## src/rtl/rrob_pkg.sv

```systemverilog
`timescale 1ns/1ps
package rrob_pkg;

    // Default configuration of the reorder buffer
    localparam int RROB_NBANK  = 4;
    localparam int RROB_QDEPTH = 2;
    localparam int RROB_ROW_W  = 4;
    localparam int RROB_COL_W  = 3;
    localparam int RROB_DATA_W = 8;

    // A stored slot is fresh when its toggle bit differs from the lap parity
    // of the reader's position.
    function automatic logic slot_fresh(input logic flip, input logic lap);
        return flip ^ lap;
    endfunction

    // Admission test on the low tag bits: the next tag must not land on the
    // slot the reader is still waiting to drain.
    function automatic logic tag_slot_free(input logic [15:0] next_tag,
                                           input logic [15:0] out_tag);
        return next_tag != out_tag;
    endfunction

endpackage

```

## src/rtl/rrob_fifo.sv

```systemverilog
`timescale 1ns/1ps
module rrob_fifo #(
    parameter int W     = 8,
    parameter int DEPTH = 4
) (
    input  logic         clk,
    input  logic         rst,
    input  logic         push,
    input  logic [W-1:0] din,
    input  logic         pop,
    output logic [W-1:0] dout,
    output logic         empty,
    output logic         full
);
    localparam int AW = $clog2(DEPTH);

    logic [W-1:0] mem [DEPTH];
    logic [AW:0]  wptr, rptr;

    always_ff @(posedge clk) begin
        if (rst) begin
            wptr <= '0;
            rptr <= '0;
        end else begin
            if (push) wptr <= wptr + 1'b1;
            if (pop)  rptr <= rptr + 1'b1;
        end
    end

    always_ff @(posedge clk) begin
        if (push) mem[wptr[AW-1:0]] <= din;
    end

    assign dout  = mem[rptr[AW-1:0]];
    assign empty = (wptr == rptr);
    assign full  = (wptr[AW] != rptr[AW]) && (wptr[AW-1:0] == rptr[AW-1:0]);


    no_push_full_chk: assert property (@(posedge clk) disable iff (rst)
        !(push && full));


    no_pop_empty_chk: assert property (@(posedge clk) disable iff (rst)
        !(pop && empty));

endmodule

```

## src/rtl/rrob_slot_ram.sv

```systemverilog
`timescale 1ns/1ps
module rrob_slot_ram #(
    parameter int DATA_W = 8,
    parameter int SLOTS  = 8
) (
    input  logic                     clk,
    input  logic                     rst,
    input  logic                     wr_en,
    input  logic [$clog2(SLOTS)-1:0] wr_addr,
    input  logic [DATA_W-1:0]        wr_data,
    input  logic [$clog2(SLOTS)-1:0] rd_addr,
    output logic [DATA_W-1:0]        rd_data,
    output logic                     rd_flip
);
    logic [DATA_W-1:0] data_q [SLOTS];
    logic [SLOTS-1:0]  flip_q;

    always_ff @(posedge clk) begin
        if (rst) begin
            flip_q <= '0;
        end else if (wr_en) begin
            flip_q[wr_addr] <= ~flip_q[wr_addr];
        end
    end

    always_ff @(posedge clk) begin
        if (wr_en) data_q[wr_addr] <= wr_data;
    end

    assign rd_data = data_q[rd_addr];
    assign rd_flip = flip_q[rd_addr];

endmodule

```

## src/rtl/rd_reorder_buf.sv

```systemverilog
`timescale 1ns/1ps
module rd_reorder_buf
    import rrob_pkg::*;
#(
    parameter int NBANK  = RROB_NBANK,
    parameter int QDEPTH = RROB_QDEPTH,
    parameter int ROW_W  = RROB_ROW_W,
    parameter int COL_W  = RROB_COL_W,
    parameter int DATA_W = RROB_DATA_W
) (
    input  logic                       clk,
    input  logic                       rst,
    input  logic                       req_valid,
    output logic                       req_ready,
    input  logic [$clog2(NBANK)-1:0]   req_bank,
    input  logic [ROW_W-1:0]           req_row,
    input  logic [COL_W-1:0]           req_col,
    output logic [NBANK-1:0]           bank_pending,
    output logic [NBANK*ROW_W-1:0]     bank_row,
    output logic [NBANK*COL_W-1:0]     bank_col,
    input  logic                       issue_valid,
    input  logic [$clog2(NBANK)-1:0]   issue_bank,
    input  logic                       ret_valid,
    input  logic [DATA_W-1:0]          ret_data,
    output logic                       rd_valid,
    input  logic                       rd_ready,
    output logic [DATA_W-1:0]          rd_data
);
    localparam int BANK_W = $clog2(NBANK);
    localparam int SLOTS  = NBANK * QDEPTH;
    localparam int TAG_W  = $clog2(SLOTS);

    typedef logic [TAG_W:0] seq_t;   // tag plus lap bit

    typedef struct packed {
        logic [ROW_W-1:0] row;
        logic [COL_W-1:0] col;
        logic [TAG_W-1:0] tag;
    } bank_ent_t;

    localparam int   ENT_W   = $bits(bank_ent_t);
    localparam seq_t MAX_OUT = seq_t'(SLOTS - 1);

    seq_t cmd_in, data_out;

    logic [NBANK-1:0] bank_full, bank_empty, push_b, pop_b;
    logic [TAG_W-1:0] head_tag [NBANK];
    logic             accept, issue_fire, ret_fire, deliver, slot_free;
    logic             tq_empty, tq_full, rd_flip;
    logic [TAG_W-1:0] tq_head, next_tag;

    // ---------------- admission and tagging ----------------
    assign next_tag  = cmd_in[TAG_W-1:0] + 1'b1;
    assign slot_free = tag_slot_free(16'(next_tag), 16'(data_out[TAG_W-1:0]));
    assign req_ready = slot_free && !bank_full[req_bank];
    assign accept    = req_valid && req_ready;

    // ---------------- per-bank queues ----------------
    assign issue_fire = issue_valid && !bank_empty[issue_bank];

    for (genvar b = 0; b < NBANK; b++) begin : g_bank
        bank_ent_t ent_in, ent_out;

        assign ent_in  = '{row: req_row, col: req_col, tag: cmd_in[TAG_W-1:0]};
        assign push_b[b] = accept && (req_bank == BANK_W'(b));
        assign pop_b[b]  = issue_fire && (issue_bank == BANK_W'(b));

        rrob_fifo #(.W(ENT_W), .DEPTH(QDEPTH)) u_bank_q (
            .clk   (clk),
            .rst   (rst),
            .push  (push_b[b]),
            .din   (ent_in),
            .pop   (pop_b[b]),
            .dout  (ent_out),
            .empty (bank_empty[b]),
            .full  (bank_full[b])
        );

        assign bank_row[b*ROW_W +: ROW_W] = ent_out.row;
        assign bank_col[b*COL_W +: COL_W] = ent_out.col;
        assign head_tag[b]                = ent_out.tag;
    end

    assign bank_pending = ~bank_empty;

    // ---------------- issue-order tag queue ----------------
    assign ret_fire = ret_valid && !tq_empty;

    rrob_fifo #(.W(TAG_W), .DEPTH(SLOTS)) u_tag_q (
        .clk   (clk),
        .rst   (rst),
        .push  (issue_fire),
        .din   (head_tag[issue_bank]),
        .pop   (ret_fire),
        .dout  (tq_head),
        .empty (tq_empty),
        .full  (tq_full)
    );

    // ---------------- data slots with toggle bits ----------------
    rrob_slot_ram #(.DATA_W(DATA_W), .SLOTS(SLOTS)) u_slots (
        .clk     (clk),
        .rst     (rst),
        .wr_en   (ret_fire),
        .wr_addr (tq_head),
        .wr_data (ret_data),
        .rd_addr (data_out[TAG_W-1:0]),
        .rd_data (rd_data),
        .rd_flip (rd_flip)
    );

    assign rd_valid = slot_fresh(rd_flip, data_out[TAG_W]);
    assign deliver  = rd_valid && rd_ready;

    // ---------------- sequence counters ----------------
    always_ff @(posedge clk) begin
        if (rst) begin
            cmd_in   <= '0;
            data_out <= '0;
        end else begin
            if (accept)  cmd_in   <= cmd_in + 1'b1;
            if (deliver) data_out <= data_out + 1'b1;
        end
    end


    reset_idle_chk: assert property (@(posedge clk) disable iff (rst)
        $past(rst) |-> (!rd_valid && (bank_pending == '0) && req_ready));


    outstanding_limit_chk: assert property (@(posedge clk) disable iff (rst)
        seq_t'(cmd_in - data_out) <= MAX_OUT);


    tag_queue_room_chk: assert property (@(posedge clk) disable iff (rst)
        !(tq_full && issue_fire));


    rd_hold_chk: assert property (@(posedge clk) disable iff (rst)
        (rd_valid && !rd_ready) |=> (rd_valid && $stable(rd_data)));


    out_still_chk: assert property (@(posedge clk) disable iff (rst)
        !(rd_valid && rd_ready) |=> $stable(data_out));


    out_step_chk: assert property (@(posedge clk) disable iff (rst)
        (rd_valid && rd_ready) |=> (data_out == seq_t'($past(data_out) + 1'b1)));

endmodule

```

## config.mk

```make
export PLATFORM = sky130hd
export DESIGN_NAME = rd_reorder_buf
export DESIGN_NICKNAME = d
export VERILOG_FILES = /design/src/rtl/rrob_pkg.sv /design/src/rtl/rrob_fifo.sv /design/src/rtl/rrob_slot_ram.sv /design/src/rtl/rd_reorder_buf.sv
export SDC_FILE = /design/constraint.sdc
export NUM_CORES = 1
export LEC_CHECK = 0
export CAP_MARGIN = 15
export CORE_AREA = 2 2 138 140
export CTS_CLUSTER_DIAMETER = 60
export DETAILED_ROUTE_END_ITERATION = 6
export DIE_AREA = 0 0 140 142
export MAX_ROUTING_LAYER = met4
export PLACE_DENSITY_LB_ADDON = 0.15
export REMOVE_ABC_BUFFERS = 1
export SLEW_MARGIN = 15
export SYNTH_ARGS = -nofsm -noshare
export SYNTH_HDL_FRONTEND = slang
export SYNTH_HIERARCHICAL = 1
export SYNTH_SLANG_ARGS = --single-unit
```

## constraint.sdc

```tcl
create_clock -name clk -period 4.7 [get_ports clk]
set_input_delay 0.94 -clock clk [delete_from_list [all_inputs] [get_ports clk]]
set_output_delay 0.94 -clock clk [all_outputs]
set_load 0.005 [all_outputs]
```

==> results by group <==
Run status
  • Status: finished, final reports clean

Drt
  • Vias per cell: 5.32
  • WL/cell: 19.9 µm
  • Final wirelength: 16500 µm
  • Antenna viol nets, final: 0
  • Via Count: 4408
  • Drt drc: 0
  • Number of DRC markers in iteration 0: 241
  • First-pass DRT Iterations: 7

Cells and area
  • Final cell count without fillers: 828
  • Ant diodes: 0
  • Fin nets: 606
  • Area delta synth->final: 20.1%
  • Share of layout cells above drive strength 1: 22.6%
  • Finished Cell Area: 0.0104 mm²
  • # fillers: 1398

Place
  • Placement Cell Area: 0.00954 mm²
  • Port Buffer Count: 66
  • Pre-CTS setup slack: 861 ps
  • Placer's final routability congestion estimate: 0.874
  • Placed insts: 786
  • DP Wirelength: 10900 µm

Timing
  • Final max-slew violation count: 0
  • Final setup violation count: 0
  • Unrepaired setup endpoints after global routing: false
  • Fin worst setup slack: 755 ps
  • Period utilization: 83.9%
  • Setup TNS: 0 ps
  • Min Hold Slack: 510 ps
  • Final hold vios: 0
  • Clock Skew: 15.4 ps
  • Slew @ Worst Pin: 903 ps
  • Slew headroom: 39.5%
  • Max Fclk: 253 MHz
  • Final min period: 3940 ps

Flow run
  • Max cap viols: 0

Clock tree
  • Clock Root Buffer: clkbuf_16
  • CTS tree: done
  • Reg clk slew, reported paths: 60 ps
  • Skew-Pair Late Insertion Delay: 510 ps
  • H-Tree Depth: 1
  • CTS buffer count: 23
  • Number of post-CTS setup repair buffers: 0
  • CTS Hold Bufs: 0
  • Clock buffer depth: 3
  • Post-CTS sizing: 0
  • Clock sink count: 214

Global routing
  • Global route total overflow: 0
  • Vias in the first global route: 4627
  • All-Layer GR Usage: 17.3%
  • Largest net degree at the start of global routing: 51
  • First-pass GRT wire length: 25600 µm
  • Initial antenna violation count: 0

Worst setup path
  • R2r setup slk: 1700 ps
  • Worst setup EP type: output pin
  • Startpoint types: register
  • CP max FO: 12
  • Required time of the worst setup path: 3760 ps
  • Arr. time, crit path: 3000 ps
  • Critical path class: reg2out

Yosys
  • Mapped Area: 0.00869 mm²
  • Synth warnings: 6
  • Mapped Cells: 499
  • Synthesized area per cell: 17.4 µm²

Floorplan
  • Ports: 67
  • Die ar.: 0.0199 mm²
  • Initial core utilization: 47.1%
  • Core area: 0.0185 mm²
  • Core Rows: 50
  • DIE HEIGHT: 142 µm
  • Die width: 140 µm

Hold path
  • Worst Hold Class: reg2reg

Power
  • Leak: 3.55 nW
  • Worst VDD drop: 0.318 mV
  • PwrDens: 428 mW/mm²
==> power by group <==
group,total [mW],switching [mW],internal (mW),leakage [nW]
Clock,2.08,0.729,1.36,0.433
Sequential,2.13,0.0356,2.10,1.90
Combinational,0.254,0.128,0.127,1.22
Total,4.47,0.892,3.58,3.55
==> cell usage in the layout (no fill, tap or decap), drive strengths merged, types with 4 or more instances in the layout <==
cell	count
xnor2	24
inv	10
a21bo	4
xor2	14
clkbuf	25
nand3b	5
nand2b	5
bufinv	8
nor2b	11
and2b	4
a21oi	8
mux2	56
clkinv	6
nor2	48
mux4	29
edfxtp	168
and2	4
buf	5
nand2	11
dfxtp	46
ha	4
nor3	4
clkdlybuf4s50	65
==> worst paths after layout <==
check                                                   from                                 endpoint  cells after the start
worst max-delay path                data_out[1]$_SDFFE_PP0P_                                 rd_valid                      4
worst min-delay path            u_tag_q/wptr[3]$_SDFFE_PP0P_             u_tag_q/wptr[3]$_SDFFE_PP0P_                      2
worst max register to register      data_out[1]$_SDFFE_PP0P_  g_bank[0].u_bank_q/wptr[1]$_SDFFE_PP0P_                      6
worst min register to register  u_tag_q/wptr[3]$_SDFFE_PP0P_             u_tag_q/wptr[3]$_SDFFE_PP0P_                      2
==> layout make-up <==
cell class                      instances  area (µm²)  share of cell area, %
Clock buffer                           25         593                   5.68
Clock inverter                         17         297                   2.84
Inverter                                8        30.0                  0.288
Multi-Input combinational cell        260        2570                   24.6
Sequential cell                       214        5970                   57.2
Tap cell                              234         293                   2.81
Timing Repair Buffer                   70         686                   6.57
==> flip-flops by register name, indices dropped and copies added (netlist names), named ones only <==
| signal | flops |
|---|---|
| cmd_in | 3 |
| g_bank.u_bank_q/mem | 80 |
| g_bank.u_bank_q/wptr | 8 |
| u_slots/flip_q | 8 |
| g_bank.u_bank_q/rptr | 8 |
| u_tag_q/mem | 24 |
| data_out | 4 |
| u_slots/data_q | 64 |
| u_tag_q/rptr | 4 |
| u_tag_q/wptr | 4 |
==> metrics by stage <==
stage | utilization, % | total power, mW
final | 56.5 | 4.47
after global routing | 56.5 | 4.62
after CTS | 56.5 | 4.51
after detailed placement | 51.7 | 2.43
after global placement | 51.7 | 2.42
after floorplan | - | 2.29
==> routing by layer <==
layer | track usage [%] | vias to the layer above | share of wire, %
li1 | - | 2057 | -
met4 | 4.47 | 0 | 1.7
met5 | - | - | 0
met1 | 23.8 | 2231 | 46
met3 | 2.86 | 21 | 4.6
met2 | 27.2 | 99 | 47
==> worst max-delay path, cell delays in order, from the launching register on <==
cell and delay (ps):
dfxtp_1 770, mux4_2 590, mux2_4 280, xor2_1 280
clkdlybuf4s50_1 590
No activity file was read; power rests on OpenSTA's default activity.
